**src/rtl/wt_cache.sv**
```systemverilog
module wt_cache #(
  parameter int ADDR_W     = 32,
  parameter int DATA_W     = 32,
  parameter int INDEX_W    = 4,
  parameter int WBUF_DEPTH = 4
) (
  input  logic              clk,
  input  logic              rst_n,
  input  logic              cpu_req,
  input  logic              cpu_we,
  input  logic [ADDR_W-1:0] cpu_addr,
  input  logic [DATA_W-1:0] cpu_wdata,
  output logic              cpu_ready,
  output logic              cpu_rvalid,
  output logic [DATA_W-1:0] cpu_rdata,
  output logic              mem_req,
  output logic              mem_we,
  output logic [ADDR_W-1:0] mem_addr,
  output logic [DATA_W-1:0] mem_wdata,
  input  logic              mem_ack,
  input  logic [DATA_W-1:0] mem_rdata
);
  localparam int LINES  = 1 << INDEX_W;
  localparam int TAG_W  = ADDR_W - INDEX_W - 2;
  localparam int WORD_W = ADDR_W - 2;
  localparam int PTR_W  = $clog2(WBUF_DEPTH);

  logic [LINES-1:0]  valid_q;
  logic [TAG_W-1:0]  tag_q  [LINES];
  logic [DATA_W-1:0] data_q [LINES];

  logic [WORD_W-1:0] wb_word [WBUF_DEPTH];
  logic [DATA_W-1:0] wb_data [WBUF_DEPTH];
  logic [PTR_W-1:0]  wr_ptr, rd_ptr;
  logic [PTR_W:0]    count;

  logic              miss_q;
  logic [WORD_W-1:0] miss_word;

  logic unused_lsb;
  assign unused_lsb = ^cpu_addr[1:0];

  wire [INDEX_W-1:0] idx   = cpu_addr[2 +: INDEX_W];
  wire [TAG_W-1:0]   tag   = cpu_addr[ADDR_W-1 -: TAG_W];
  wire               hit   = valid_q[idx] && (tag_q[idx] == tag);
  wire [INDEX_W-1:0] m_idx = miss_word[0 +: INDEX_W];
  wire [TAG_W-1:0]   m_tag = miss_word[WORD_W-1 -: TAG_W];

  wire wb_full  = (count == (PTR_W+1)'(WBUF_DEPTH));
  wire wb_empty = (count == '0);

  assign cpu_ready = !miss_q && !(cpu_we && wb_full);
  wire accept    = cpu_req && cpu_ready;
  wire st_acc    = accept && cpu_we;
  wire ld_acc    = accept && !cpu_we;
  wire wr_done   = mem_ack && mem_we;
  wire fill_done = mem_ack && !mem_we;

  assign mem_req   = !wb_empty || miss_q;
  assign mem_we    = !wb_empty;
  assign mem_addr  = {(wb_empty ? miss_word : wb_word[rd_ptr]), 2'b00};
  assign mem_wdata = wb_data[rd_ptr];

  always_ff @(posedge clk) begin
    if (!rst_n) begin
      valid_q    <= '0;
      wr_ptr     <= '0;
      rd_ptr     <= '0;
      count      <= '0;
      miss_q     <= 1'b0;
      miss_word  <= '0;
      cpu_rvalid <= 1'b0;
      cpu_rdata  <= '0;
    end else begin
      cpu_rvalid <= 1'b0;
      if (ld_acc) begin
        if (hit) begin
          cpu_rvalid <= 1'b1;
          cpu_rdata  <= data_q[idx];
        end else begin
          miss_q    <= 1'b1;
          miss_word <= cpu_addr[ADDR_W-1:2];
        end
      end
      if (st_acc) begin
        wb_word[wr_ptr] <= cpu_addr[ADDR_W-1:2];
        wb_data[wr_ptr] <= cpu_wdata;
        wr_ptr          <= wr_ptr + 1'b1;
        if (hit) data_q[idx] <= cpu_wdata;
      end
      if (wr_done) rd_ptr <= rd_ptr + 1'b1;
      count <= count + (PTR_W+1)'(st_acc) - (PTR_W+1)'(wr_done);
      if (fill_done) begin
        valid_q[m_idx] <= 1'b1;
        tag_q[m_idx]   <= m_tag;
        data_q[m_idx]  <= mem_rdata;
        cpu_rvalid     <= 1'b1;
        cpu_rdata      <= mem_rdata;
        miss_q         <= 1'b0;
      end
    end
  end

  assert_rvalid_R1: assert property (@(posedge clk) disable iff (!rst_n)
    (ld_acc && hit) |=> cpu_rvalid);

  assert_hit_update_R4: assert property (@(posedge clk) disable iff (!rst_n)
    (st_acc && hit) |=> (data_q[$past(idx)] == $past(cpu_wdata)));

  assert_no_alloc_R5: assert property (@(posedge clk) disable iff (!rst_n)
    (st_acc && !hit) |=> (valid_q == $past(valid_q)));

  assert_full_stall_R6: assert property (@(posedge clk) disable iff (!rst_n)
    (cpu_req && cpu_we && wb_full) |-> !cpu_ready);

  assert_no_overflow_R6: assert property (@(posedge clk) disable iff (!rst_n)
    count <= (PTR_W+1)'(WBUF_DEPTH));

  assert_read_after_drain_R7: assert property (@(posedge clk) disable iff (!rst_n)
    (mem_req && !mem_we) |-> (miss_q && wb_empty));

  assert_hold_R8: assert property (@(posedge clk) disable iff (!rst_n)
    (mem_req && !mem_ack) |=> (mem_req && $stable(mem_addr) && $stable(mem_we) && $stable(mem_wdata)));
endmodule

```
**config.mk**
```make
export PLATFORM = sky130hd
export DESIGN_NAME = wt_cache
export DESIGN_NICKNAME = d
export VERILOG_FILES = /design/src/rtl/wt_cache.sv
export SDC_FILE = /design/constraint.sdc
export NUM_CORES = 2
export LEC_CHECK = 0
export ABC_AREA = 1
export BUFFER_PORTS_ARGS = -buffer_cell sky130_fd_sc_hd__buf_4
export CAP_MARGIN = 20
export CORE_MARGIN = 2
export CORE_UTILIZATION = 40
export CTS_BUF_LIST = sky130_fd_sc_hd__clkbuf_8
export DETAILED_ROUTE_END_ITERATION = 8
export SYNTH_ARGS = -nofsm -noshare
export SYNTH_HDL_FRONTEND = slang
export SYNTH_SLANG_ARGS = --single-unit
```
**constraint.sdc**
```tcl
create_clock -name clk -period 13 [get_ports clk]
set_input_delay 1.95 -clock clk [delete_from_list [all_inputs] [get_ports clk]]
set_output_delay 1.95 -clock clk [all_outputs]
set_load 0.005 [all_outputs]
```
* After elaboration in Yosys (flattened, before gate mapping)
Memories as Yosys holds them, arrays and structs flattened. A register that Yosys moved wholly into a read port is not among the register bits. Cells that the tools add are included.
Word-level totals: register bits 87, bits in writable memories 1176, input bits 101, output and inout bits 100, word-level logic and storage cells 68, memories kept 4
Memories:
- data_q | depth 16, width 32, rd ports 1, clocked after memory_dff 0, write ports 2, line 30 | logic [DATA_W-1:0] data_q [LINES];
- tag_q | depth 16, width 26, rd ports 1, clocked after memory_dff 0, write ports 1, line 29 | logic [TAG_W-1:0] tag_q [LINES];
- wb_data | depth 4, width 32, rd ports 1, clocked after memory_dff 1, write ports 1, line 33 | logic [DATA_W-1:0] wb_data [WBUF_DEPTH];
- wb_word | depth 4, width 30, rd ports 1, clocked after memory_dff 1, write ports 1, line 32 | logic [WORD_W-1:0] wb_word [WBUF_DEPTH];
Operators by class: add/subtract/negate cells 4, $lt $le $gt $ge 3, equality and inequality tests 2, muxes and demuxes 24, bitwise gates (word level) 3, reduce and logical (&&, ||, !) cells 20
Operators by type and width (number):
- $mux 32 | 3
- $mux 30 | 1
- $eq 26x26->1 | 1
- $or 16x16->16 | 1
- $mux 1 | 14
- $lt 4x5->1 const B | 2
- $logic_and 1x1->1 | 9
- $mux 2 | 4
- $add 2x1->2 const B | 2
- $bmux 1 s4 | 1
- $demux 1 s4 | 1
- $ge 4x1->1 const B | 1
- $logic_not 1->1 | 4
- $reduce_and 2->1 | 2
- $reduce_bool 2->1 | 2
- $add 3x1->3 | 1
- $eq 3x3->1 const B | 1
- $logic_not 3->1 | 1
- $sub 3x1->3 | 1
- $not 1->1 | 2
- $reduce_or 2->1 | 1
- $logic_or 1x1->1 | 1

* Logic depth before layout (Yosys ltp)
depth after elaboration 9, mapped depth 23, gate-level depth less buffers 19

* Worst setup path after synthesis
No wires, ideal clock.
path kind input port to flip-flop, from in cpu_addr[2], to mem data_q[0][0], enable pin, setup time 0.466 ns, arrival time 5.783 ns, required time 12.534 ns, setup slack 6.751 ns, cell stages on the path 15, buffers on the path 3, path through buf_4 -> inv_2 -> buf_6 -> buf_2 -> nand2_2 -> o22ai_1 -> o21ai_0 -> nand2_1 -> nor2_1 -> nand2_1 -> nor2_1 -> nand3_1 -> nor2_2 -> nand3_1 -> o21ai_0
RTL lines:
- from (decl) | line 11 | input logic [ADDR_W-1:0] cpu_addr,
- to (decl) | line 30

==> flow_summary.ini <==
[outcome]
status = completed

[hold_path]
min_path_type = reg -> reg
hold_depth = 2

[final_layout]
multi_input_area_um2 = 15730
area_delta_synth_final_pct = 12.27
stdcell_area_um2 = 61470
final_layout_size_suffix_gt1_frac = 0.1109
final_net_count = 5375
fillers = 12600
finalNonFillerCells = 7216
final_util = 0.4532
layout.area.seq_um2 = 37100

[worst_setup_path]
endpoint_kind = flop
rr_worst_depth = 14
rr_startpoint = count[0]
endpoint = data_q[10][1]
cp_max_fo = 68
start_kind = input port
r2r-end = data_q[8][12]
crit_required_ps = 13500
startpoint = cpu_addr[3]
r2r_slack_ps = 7810
cp_data_arrival_time_ps = 7630
crit_type = in -> reg

[cts]
postCtsSetupRepairBufs = 0
numCtsBuffers = 196
cts_num_sinks = 1265
clock_latency_ps = 910
cts_buffer_depth = 3
hold_buffers = 0
h-tree-depth = 4
path_clk_slew_ps = 60
root_buffer = clkbuf_8
cts_resized = 0
cts_tree = done

[sta]
max_freq_mhz = 140.4
setup_violations = 0
period_share = 0.5479
hold_violations = 0
finalSetupTns_ps = 0
final_max_slew_viol_count = 0
clock_skew_ps = 41.76
layout_min_cycle_time_ps = 7123
worst_slew_pin_slew_ps = 1176
slew_headroom = 0.2131
rsz0062_at_grt = no

[die]
core_um2 = 135600
die_w_um = 374.0
rows = 135
dieArea_um2 = 139900
die_h_um = 374.0
pin_count = 201
start_util = 0.4037

[power]
power_density_nw_per_um2 = 151.0
switching_share = 0.2845
cell_internal_pwr_mw = 6.642
p_clk_frac = 0.340
ir_drop_mv = 0.1089
combPwrFrac = 0.153
leakage_nw = 22.52
power.share.sequential = 0.507
power.net_switching_mw = 2.640

[synthesis]
seq_area_frac_synth = 0.6775
yosysWarnings = 0
synth_area_um2 = 54750
ys_types = 39
synth.avg_cell_area_um2 = 10.59
synth_top_area_cell = edfxtp_1
synthCells = 5172
ys_top_cells_by_area = edfxtp_1 64%, nand2_1 11%, o21ai_0 6.1%
ys_ff_latch = 1265
yosys.area.top_type_share = 0.6450

[global_routing]
grt_max_degree = 79
grtUsageTotal = 0.2419
grt_overflow_total = 0
grt_pass1_wl_um = 250900
grt_pass1_vias = 37560
antenna_found_initial = 13

[placed_design]
dp_hpwl_um = 93540
gp_congestion = 0.8246
port_buffers = 196
placed_cell_area_um2 = 57780
dp_cells = 6849

[drt]
via_per_inst = 5.560
route.top_layer_used = met5
wl_met1_um = 70160
drt_wl_total_um = 173200
num_vias = 40120
drc = 0
first_pass_iters = 6
dr_wl_met3_um = 14780
wl_met2_um = 81710
ant_nets = 0
drt-initial-drc-count = 5099
wl_per_cell_um = 24.01

[job]
cap_violations = 0
-- area by class of cell --
| type | count | area share |
|---|---|---|
| flip-flops and latches | 1265 | 0.6035 |
| multi-input cells | 3375 | 0.2559 |
| clock buffers | 218 | 0.04881 |
| well taps | 1781 | 0.03625 |
| repair buffers | 284 | 0.03566 |
| clock inverters | 141 | 0.01048 |
| inverters | 145 | 0.009037 |
| diodes | 7 | 0.0002850 |
-- registers in the layout, summed over array words and instances, names as in the netlist, 3 cells and up, named ones only --
name / count
tag_q: 416
wb_word: 120
count: 3
data_q: 512
wb_data: 128
cpu_rdata: 32
miss_word: 30
valid_q: 16
-- metal layers --
layer  vias to the layer above  GRT usage
met1                     19490     0.3218
met2                      1895     0.3952
li1                      18360          -
met4                         8    0.09434
met5                         -          0
met3                       372    0.04114
-- stage by stage --
step	hold WS, ps	power, mW	setup slack [ps]
final	444.4	9.282	5877
after global routing	462.5	9.628	5653
after CTS	445.0	9.314	6050
after detailed placement	434.9	6.199	5114
after global placement	431.1	6.180	5154
after floorplan	422.6	5.510	6751
-- cell usage after synthesis --
master,n
nor3b_1,2
clkbuf_2,29
nor2_1,407
o21ai_1,49
nor2_2,3
nand2_2,3
clkinv_1,2
nand3_4,1
a22oi_1,269
nor2_4,1
o21ai_0,664
conb_1,1
a211oi_1,13
nor4_1,1
a21oi_1,138
o41ai_1,19
fa_1,1
xnor2_1,2
buf_2,99
or2_2,1
nand4_1,23
buf_6,4
buf_4,3
nor3_1,13
o21bai_1,9
ha_1,6
inv_2,14
inv_1,129
nand3b_1,15
o22ai_1,44
nand2_1,1594
buf_1,31
edfxtp_1,1176
nand3_1,65
nand2_4,2
clkbuf_1,222
o2111ai_1,1
a31oi_1,27
dfxtp_1,89
-- cells in the final DEF (no fill, tap or decap), types with 7 or more instances in the layout --
cell / n
o21bai_1: 9
nor2_1: 384
inv_1: 206
dfxtp_1: 87
inv_2: 15
a21oi_1: 138
clkinv_1: 37
nand3b_1: 15
nand3_1: 61
o21ai_1: 49
nand2_2: 16
edfxtp_1: 1176
clkinvlp_4: 7
o41ai_1: 19
nor3_1: 13
a211oi_1: 13
buf_4: 281
o22ai_1: 44
a31oi_1: 27
clkinv_2: 12
diode_2: 7
o21ai_0: 660
a22oi_1: 269
nor2_4: 25
nand4_1: 23
clkbuf_8: 218
nand2_1: 1581
-- cell families after synthesis --
kind of cell	synth area share
adder cells (fa/ha/maj)	0.001737
flip-flops	0.6775
other	0.00006849
XOR/XNOR	0.0003200
buffers and inverters	0.04022
AO/OA/AOI/OAI	0.1290
AND/OR/NAND/NOR	0.1511
-- worst min path at each step --
stage                startpoint     endpoint  slack [ps]
finish               valid_q[0]   valid_q[0]         440
CTS                 valid_q[10]  valid_q[10]         450
global placement    valid_q[15]  valid_q[15]         430
global route         valid_q[7]   valid_q[7]         460
floorplan           valid_q[11]  valid_q[11]         420
detailed placement  valid_q[10]  valid_q[10]         430
-- critical path, stage by stage --
cell and delay [ps]:
buf_4 460, buf_4 530, inv_2 100, nor2_4 190, buf_4 550, buf_4 870, nand2_1 120, nand3_1 130
nand2_1 50, nand2_1 120, nor2_1 60, nand2_1 60, nand2_1 150, nor3_1 200, nand2_1 60, nor2_1 880
nand4_1 240, nand2_2 120, buf_4 650
-- power groups by stage --
stage / logic (mW) / clock network, mW / registers, mW
2_1_floorplan: 0.775 / 0 / 4.73
3_3_place_gp: 1.40 / 0 / 4.78
3_5_place_dp: 1.41 / 0 / 4.79
4_1_cts: 1.42 / 3.19 / 4.70
5_1_grt: 1.55 / 3.37 / 4.71
6_report: 1.42 / 3.16 / 4.70
(Power assumes the default switching activity.)
